===== config.mk =====
export PLATFORM = sky130hd
export DESIGN_NAME = dmx_top
export DESIGN_NICKNAME = d
export VERILOG_FILES = /design/src/rtl/dmx_pkg.sv /design/src/rtl/dmx_arb.sv /design/src/rtl/dmx_chan.sv /design/src/rtl/dmx_seq.sv /design/src/rtl/dmx_top.sv
export SDC_FILE = /design/constraint.sdc
export NUM_CORES = 2
export LEC_CHECK = 0
export BUFFER_PORTS_ARGS = -buffer_cell sky130_fd_sc_hd__buf_2
export CORE_MARGIN = 1
export CORE_UTILIZATION = 63
export CTS_CLUSTER_DIAMETER = 120
export DETAILED_ROUTE_END_ITERATION = 7
export PLACE_DENSITY = 0.85
export RECOVER_POWER = 100
export SLEW_MARGIN = 20
export SYNTH_ARGS = -nofsm -noshare
export SYNTH_HDL_FRONTEND = slang
export SYNTH_SLANG_ARGS = --single-unit
export TNS_END_PERCENT = 5

===== constraint.sdc =====
create_clock -name clk -period 3.7 [get_ports clk]
set_input_delay 0.555 -clock clk [delete_from_list [all_inputs] [get_ports clk]]
set_output_delay 0.555 -clock clk [all_outputs]
set_load 0.01 [all_outputs]

===== src/rtl/dmx_pkg.sv =====
package dmx_pkg;
  typedef enum logic [1:0] {ST_IDLE, ST_REQ, ST_RD, ST_WR} dmx_st_e;

  localparam int MODE_W  = 5;
  localparam int M_SRC   = 2;
  localparam int M_BLK   = 3;
  localparam int M_BURST = 4;

  // bytes per unit from size code
  function automatic logic [2:0] unit_bytes(input logic [1:0] sz);
    case (sz)
      2'd0:    return 3'd1;
      2'd1:    return 3'd2;
      default: return 3'd4;
    endcase
  endfunction

  // units granted for one tenure
  function automatic logic [7:0] quantum(input logic blk_mode, input logic [7:0] blk);
    if (!blk_mode) return 8'd1;
    return (blk == 8'd0) ? 8'd1 : blk;
  endfunction
endpackage


===== src/rtl/dmx_arb.sv =====
module dmx_arb #(
  parameter int N   = 8,
  localparam int IW = $clog2(N)
) (
  input  logic [N-1:0]  elig,
  output logic          any,
  output logic [IW-1:0] win
);
  always_comb begin
    win = '0;
    for (int i = N - 1; i >= 0; i--) begin
      if (elig[i]) win = IW'(i);
    end
  end
  assign any = |elig;
endmodule


===== src/rtl/dmx_chan.sv =====
module dmx_chan
  import dmx_pkg::*;
#(
  parameter int AW = 32,
  parameter int CW = 16,
  parameter int BW = 8
) (
  input  logic              clk,
  input  logic              rst_n,
  input  logic              cfg_we,
  input  logic [AW-1:0]     cfg_src,
  input  logic [AW-1:0]     cfg_dst,
  input  logic [CW-1:0]     cfg_cnt,
  input  logic [BW-1:0]     cfg_blk,
  input  logic [MODE_W-1:0] cfg_mode,
  input  logic              ext_req,
  input  logic              per_req,
  input  logic              unit_done,
  output logic [AW-1:0]     src,
  output logic [AW-1:0]     dst,
  output logic [CW-1:0]     cnt,
  output logic [BW-1:0]     blk,
  output logic [1:0]        size,
  output logic              burst,
  output logic              blkm,
  output logic              req_lvl,
  output logic              elig,
  output logic              done
);
  logic src_int, active, pend;

  assign req_lvl = src_int ? per_req : ext_req;
  assign elig    = active & (burst ? (pend | req_lvl) : req_lvl);

  always_ff @(posedge clk or negedge rst_n) begin
    if (!rst_n) begin
      src <= '0; dst <= '0; cnt <= '0; blk <= '0; size <= '0;
      burst <= 1'b0; blkm <= 1'b0; src_int <= 1'b0;
      active <= 1'b0; pend <= 1'b0; done <= 1'b0;
    end else if (cfg_we) begin
      src     <= cfg_src;
      dst     <= cfg_dst;
      cnt     <= cfg_cnt;
      blk     <= cfg_blk;
      size    <= cfg_mode[1:0];
      src_int <= cfg_mode[M_SRC];
      blkm    <= cfg_mode[M_BLK];
      burst   <= cfg_mode[M_BURST];
      active  <= (cfg_cnt != '0);
      pend    <= 1'b0;
      done    <= 1'b0;
    end else begin
      if (active && burst && req_lvl) pend <= 1'b1;
      if (unit_done) begin
        src <= src + AW'(unit_bytes(size));
        dst <= dst + AW'(unit_bytes(size));
        cnt <= cnt - CW'(1);
        if (cnt == CW'(1)) begin
          active <= 1'b0;
          done   <= 1'b1;
          pend   <= 1'b0;
        end
      end
    end
  end

  // a finished channel is idle with nothing left
  p_done_empty_r11: assert property (@(posedge clk) disable iff (!rst_n)
    done |-> (!active && cnt == '0));
  // an armed channel always has work left
  p_active_cnt_r11: assert property (@(posedge clk) disable iff (!rst_n)
    active |-> cnt != '0);
  // destination moves by exactly one unit per completed unit
  p_dst_stride_r7: assert property (@(posedge clk) disable iff (!rst_n)
    (unit_done && !cfg_we) |=> (dst - $past(dst)) == AW'(unit_bytes($past(size))));
  // a served unit only happens on an armed channel
  p_unit_armed_r1: assert property (@(posedge clk) disable iff (!rst_n)
    unit_done |-> active);
endmodule


===== src/rtl/dmx_seq.sv =====
module dmx_seq
  import dmx_pkg::*;
#(
  parameter int N   = 8,
  parameter int BW  = 8,
  parameter int DW  = 32,
  localparam int IW = $clog2(N)
) (
  input  logic          clk,
  input  logic          rst_n,
  input  logic          any,
  input  logic [IW-1:0] win,
  input  logic          susp,
  input  logic          bus_gnt,
  input  logic          mem_ready,
  input  logic [DW-1:0] mem_rdata,
  input  logic          cur_last,
  input  logic          cur_burst,
  input  logic          cur_blkm,
  input  logic [BW-1:0] cur_blk,
  input  logic          cur_req,
  output logic [IW-1:0] cur,
  output logic          bus_req,
  output logic          mem_valid,
  output logic          mem_wr,
  output logic [DW-1:0] wdata,
  output logic          unit_done
);
  dmx_st_e       st;
  logic [BW-1:0] qleft;
  logic          rd_prev;
  logic          rd_begin;
  logic          go_on;

  assign bus_req   = (st != ST_IDLE);
  assign mem_valid = (st == ST_RD) || (st == ST_WR);
  assign mem_wr    = (st == ST_WR);
  assign unit_done = (st == ST_WR) && mem_ready;
  assign rd_begin  = (st == ST_RD) && !rd_prev;
  assign go_on     = !cur_last && !susp && (cur_burst || (qleft > BW'(1) && cur_req));

  always_ff @(posedge clk or negedge rst_n) begin
    if (!rst_n) begin
      st <= ST_IDLE; cur <= '0; qleft <= '0; wdata <= '0; rd_prev <= 1'b0;
    end else begin
      rd_prev <= (st == ST_RD);
      case (st)
        ST_IDLE: if (any && !susp) begin
          st  <= ST_REQ;
          cur <= win;
        end
        ST_REQ: if (susp) st <= ST_IDLE;
                else if (bus_gnt) begin
                  st    <= ST_RD;
                  qleft <= quantum(cur_blkm, cur_blk);
                end
        ST_RD: if (mem_ready) begin
          wdata <= mem_rdata;
          st    <= ST_WR;
        end
        default: if (mem_ready) begin
          qleft <= qleft - BW'(1);
          st    <= go_on ? ST_RD : ST_IDLE;
        end
      endcase
    end
  end

  // no unit is opened in a cycle following a suspend
  p_no_start_susp_r8: assert property (@(posedge clk) disable iff (!rst_n)
    rd_begin |-> !$past(susp));
  // every write phase is preceded by a read phase
  p_wr_after_rd_r10: assert property (@(posedge clk) disable iff (!rst_n)
    $rose(mem_wr) |-> $past(mem_valid && !mem_wr));
  // write data is held stable through the write phase
  p_wdata_hold_r10: assert property (@(posedge clk) disable iff (!rst_n)
    (mem_wr && $past(mem_wr) && !$past(mem_ready)) |-> $stable(wdata));
endmodule


===== src/rtl/dmx_top.sv =====
module dmx_top
  import dmx_pkg::*;
#(
  parameter int NCH  = 8,
  parameter int AW   = 32,
  parameter int DW   = 32,
  parameter int CW   = 16,
  parameter int BW   = 8,
  localparam int CHW = $clog2(NCH)
) (
  input  logic              clk,
  input  logic              rst_n,
  input  logic              cfg_we,
  input  logic [CHW-1:0]    cfg_ch,
  input  logic [AW-1:0]     cfg_src,
  input  logic [AW-1:0]     cfg_dst,
  input  logic [CW-1:0]     cfg_cnt,
  input  logic [BW-1:0]     cfg_blk,
  input  logic [MODE_W-1:0] cfg_mode,
  input  logic [NCH-1:0]    ext_req,
  input  logic [NCH-1:0]    per_req,
  input  logic              nmi,
  input  logic              irq,
  output logic              bus_req,
  input  logic              bus_gnt,
  output logic              mem_valid,
  output logic              mem_wr,
  output logic [AW-1:0]     mem_addr,
  output logic [1:0]        mem_size,
  output logic [DW-1:0]     mem_wdata,
  input  logic [DW-1:0]     mem_rdata,
  input  logic              mem_ready,
  output logic [NCH-1:0]    done
);
  logic [AW-1:0]  src_a [NCH];
  logic [AW-1:0]  dst_a [NCH];
  logic [CW-1:0]  cnt_a [NCH];
  logic [BW-1:0]  blk_a [NCH];
  logic [1:0]     size_a [NCH];
  logic [NCH-1:0] burst_v, blkm_v, req_v, elig_v;
  logic [CHW-1:0] cur, win;
  logic           any, unit_done, susp;

  assign susp = nmi | irq;

  for (genvar i = 0; i < NCH; i++) begin : g_ch
    dmx_chan #(.AW(AW), .CW(CW), .BW(BW)) u_chan (
      .clk(clk), .rst_n(rst_n),
      .cfg_we(cfg_we && cfg_ch == CHW'(i)),
      .cfg_src(cfg_src), .cfg_dst(cfg_dst), .cfg_cnt(cfg_cnt),
      .cfg_blk(cfg_blk), .cfg_mode(cfg_mode),
      .ext_req(ext_req[i]), .per_req(per_req[i]),
      .unit_done(unit_done && cur == CHW'(i)),
      .src(src_a[i]), .dst(dst_a[i]), .cnt(cnt_a[i]), .blk(blk_a[i]),
      .size(size_a[i]), .burst(burst_v[i]), .blkm(blkm_v[i]),
      .req_lvl(req_v[i]), .elig(elig_v[i]), .done(done[i])
    );
  end

  dmx_arb #(.N(NCH)) u_arb (.elig(elig_v), .any(any), .win(win));

  dmx_seq #(.N(NCH), .BW(BW), .DW(DW)) u_seq (
    .clk(clk), .rst_n(rst_n), .any(any), .win(win), .susp(susp),
    .bus_gnt(bus_gnt), .mem_ready(mem_ready), .mem_rdata(mem_rdata),
    .cur_last(cnt_a[cur] == CW'(1)), .cur_burst(burst_v[cur]),
    .cur_blkm(blkm_v[cur]), .cur_blk(blk_a[cur]), .cur_req(req_v[cur]),
    .cur(cur), .bus_req(bus_req), .mem_valid(mem_valid), .mem_wr(mem_wr),
    .wdata(mem_wdata), .unit_done(unit_done)
  );

  assign mem_addr = mem_wr ? dst_a[cur] : src_a[cur];
  assign mem_size = size_a[cur];

  // bus phases only while the bus is owned
  p_bus_owned_r10: assert property (@(posedge clk) disable iff (!rst_n)
    mem_valid |-> (bus_req && bus_gnt));
  // the bus is released while suspended
  p_release_susp_r8: assert property (@(posedge clk) disable iff (!rst_n)
    ($past(susp) && susp && !$past(mem_valid)) |-> !mem_valid);
endmodule


==> results_dict.tcl <==
set metrics [dict create \
    outcome "finished with violations" \
    violations "capacitance limit, slew limit, setup timing" \
    yosys-top-cells-count "1215 x nand2_1, 813 x dfrtp_1, 580 x o21ai_0" \
    hold_depth 2 \
    report.final.slew_viol_count 415 \
    cts-buffers-inserted 89 \
    cp.arrival_ps 4260 \
    clock-skew-final_ps 37.1 \
    routedWlPerCell_um 27.3 \
    peakVddDrop_v 0.000575 \
    fin_crit_sh_pct 101 \
    synthFlopType "dfrtp_1" \
    worst_slack_ps -40.2 \
    ios 228 \
    synth-seq-area-share_pct 41.7 \
    place.gp.congestion 1.01 \
    cts-root-buf "clkbuf_16" \
    tightest_slew_ps 2760 \
    rsz0062_at_grt "false" \
    crit_chain "clkbuf_1 > buf_16 > or2_0 > clkbuf_1 > nor2_1 > clkbuf_1 > nand3_1 > nor4_1 > buf_2 > nand3b_1 > o21ai_0" \
    clk_pin_slew_ps 60 \
    clk_latency_ps 690 \
    overflow 0 \
    yosysMostFrequentCell "nand2_1" \
    power.density_nw_per_um2 674 \
    layout-drive-gt1-share_pct 12.0 \
    crit_fanout 14 \
    synth_top_cell_by_area "dfrtp_1" \
    leakage_nw 20.6 \
    rows 101 \
    drt_wl_total_um 180000 \
    synth-seq-cells 813 \
    cp_num_buf_inv 5 \
    reg2reg_depth 11 \
    areaGrowthSynthToFinish_pct 10.2 \
    grtUsageTotal_pct 46.0 \
    max_cap_violations 10 \
    final_area_um2 53800 \
    dieHeight_um 280 \
    synth_nets 5604 \
    p_total_mw 36.3 \
    core_area_um2 76300 \
    critical-path-slowest-cell "dfrtp_4" \
    worstPathRequired_ps 4220 \
    critPathKind "reg -> reg" \
    drt_pass1_iterations 6 \
    antenna_found_initial 20 \
    start_util_pct 64.0 \
    startpoint_type "register" \
    cpMostUsedCell "clkbuf_1" \
    clock_path_buffers 3 \
    place_area_um2 51300 \
    crit_path_max_incr_delay_ps 600 \
    synth_edf_count 0 \
    drc 0 \
    post-route-util_pct 70.5 \
    grtUsageMet1_pct 61.1 \
    grt_max_degree 162 \
    die_x_um 280 \
    slew_headroom_pct -83.8 \
    synthArstFlopShare_pct 100 \
    use_met3_pct 12.6 \
    vias 44600 \
    die_area_um2 78600 \
    postSynthAreaPerCell_um2 9.06 \
    hold_violations 0 \
    period_needed_ps 3740 \
    ant_nets 0 \
    dp_hpwl_um 128000 \
    hold_path_class "in -> reg" \
    synth_area_leaders "dfrtp_1 42%, nand2_1 9.3%, mux4_2 8.6%" \
    first_global_vias 42500 \
    nNetsFinal 5700 \
    crit_family "buffers and inverters" \
    setup_viol 1 \
    syn_area_um2 48800 \
    cp_num_cells 11 \
    cts_tree "done" \
    grt_util_met2_pct 66.8 \
    vias_per_cell 6.77 \
    synth_top_area_share_pct 41.7 \
    drt_iter0_drc 5873 \
    grt_busiest_layer "met2" \
    synthDistinctLibCells 82 \
    fmax_mhz 267 \
    synthesis.instances 5387 \
    yosysWarnings 0 \
    grt_first_pass_wirelength_um 267000 \
    setup.worst_path.end_class "register" \
    cts_sinks 813 \
    portBuffers 227 \
    htree_num_levels 3 \
]
==> cell type report <==
class	count	area, µm²
antenna	10	25.0
fill	5848	22500
clock inverter	29	402
clock buffer	126	2550
inverter	81	304
tap	1030	1290
sequential	813	20400
timing repair buffer	396	2290
multi-input combinational	4102	26600
==> cell families after synthesis <==
logic type | Yosys count | synth area share [%]
compound gates | 820 | 9.14
xor+xnor | 580 | 10.4
fa+ha+maj | 82 | 2.02
buf+inv | 472 | 3.87
flops | 813 | 41.7
mux | 241 | 9.87
simple gates | 2379 | 23.0
==> through the flow <==
step | std cells | hold WS [ps] | TNS (ps) | setup slack [ps]
2_1_floorplan | 5387 | 259 | 0 | 718
3_3_place_gp | 6414 | 453 | 0 | 439
3_5_place_dp | 6414 | 458 | 0 | 368
4_1_cts | 6576 | 90.2 | 0 | 28.1
5_1_grt | 6584 | 112 | 0 | 16.8
6_report | 6587 | 111 | -40.2 | -40.2
==> sequential cells by signal, indices dropped and copies added (netlist names), 16 cells and up <==
register          cells
g_ch.u_chan.cnt     128
u_seq.wdata          32
g_ch.u_chan.size     16
g_ch.u_chan.blk      64
g_ch.u_chan.dst     256
g_ch.u_chan.src     256
==> cell usage in the layout (no fill, tap or decap), types with 17 or more instances in the layout <==
cell       netlist  routed
nor4_1         129     131
nand3_1        151     149
nor3b_1         23      23
buf_4           26      72
nor3_1         176     176
a31oi_1         68      68
and2_1          27      25
mux4_2         187     187
nor2b_1         21      21
a21oi_1         62      62
and3_1          79      79
xnor2_1        396     396
or4_1           23      23
or3_1           29      29
and4_1          36      36
dfrtp_1        813     810
nand2b_1        17      17
ha_1            66      66
buf_2           14     159
clkbuf_1       265     143
clkbuf_16        0      91
nand4_1         87      88
nand2_1       1215    1214
nor4b_1         39      39
mux2_2          42      41
xor2_1         184     184
nor2_1         253     251
o21ai_0        580     609
inv_1           78      78
==> layer usage <==
layer  wire, µm  part of all wire, %  vias to the layer above
met3      24600                   14                      776
li1           -                    -                    19000
met4      13300                  7.4                       16
met1      64800                   36                    21500
met5        123                0.068                        -
met2      77000                   43                     3318
==> timing repair <==
action | in CTS | in global routing
hold buffers | 1 | 0
endpoints found under the hold margin | 56 | 0
endpoints found under the setup margin | 32 | 9
resized for setup | 2 | 0
setup buffers | 6 | 0
gates cloned | 0 | 1
==> path summary, 6_finish.rpt <==
kind                                                   startpoint                                 end  slack [ps]
worst max-delay path                     u_seq.cur[0]$_DFFE_PN0P_   g_ch[0].u_chan.active$_DFFE_PN0P_         -40
worst min register to register  g_ch[7].u_chan.blk[4]$_DFFE_PN0P_   g_ch[7].u_chan.blk[4]$_DFFE_PN0P_         470
worst max register to register           u_seq.cur[0]$_DFFE_PN0P_   g_ch[0].u_chan.active$_DFFE_PN0P_         -40
worst min-delay path                                 mem_rdata[3]          u_seq.wdata[3]$_DFFE_PN0P_         110
min in group asynchronous                                   rst_n  g_ch[2].u_chan.src[31]$_DFFE_PN0P_        1210
max in group asynchronous                                   rst_n  g_ch[5].u_chan.cnt[10]$_DFFE_PN0P_         370
==> report_power, final <==
group	internal (mW)	total [mW]	switching, mW
sequential	11.1	14.0	2.96
combinational	5.54	13.0	7.49
clock	5.23	9.18	3.95
==> worst reg2reg max path, cell delays in order, from the launching register on <==
cell,delay [ps]
dfrtp_4,600
clkbuf_1,190
buf_16,190
or2_0,460
clkbuf_1,390
nor2_1,350
clkbuf_1,590
nand3_1,160
nor4_1,210
buf_2,250
nand3b_1,130
o21ai_0,80
No activity file was read; power rests on OpenSTA's default activity.
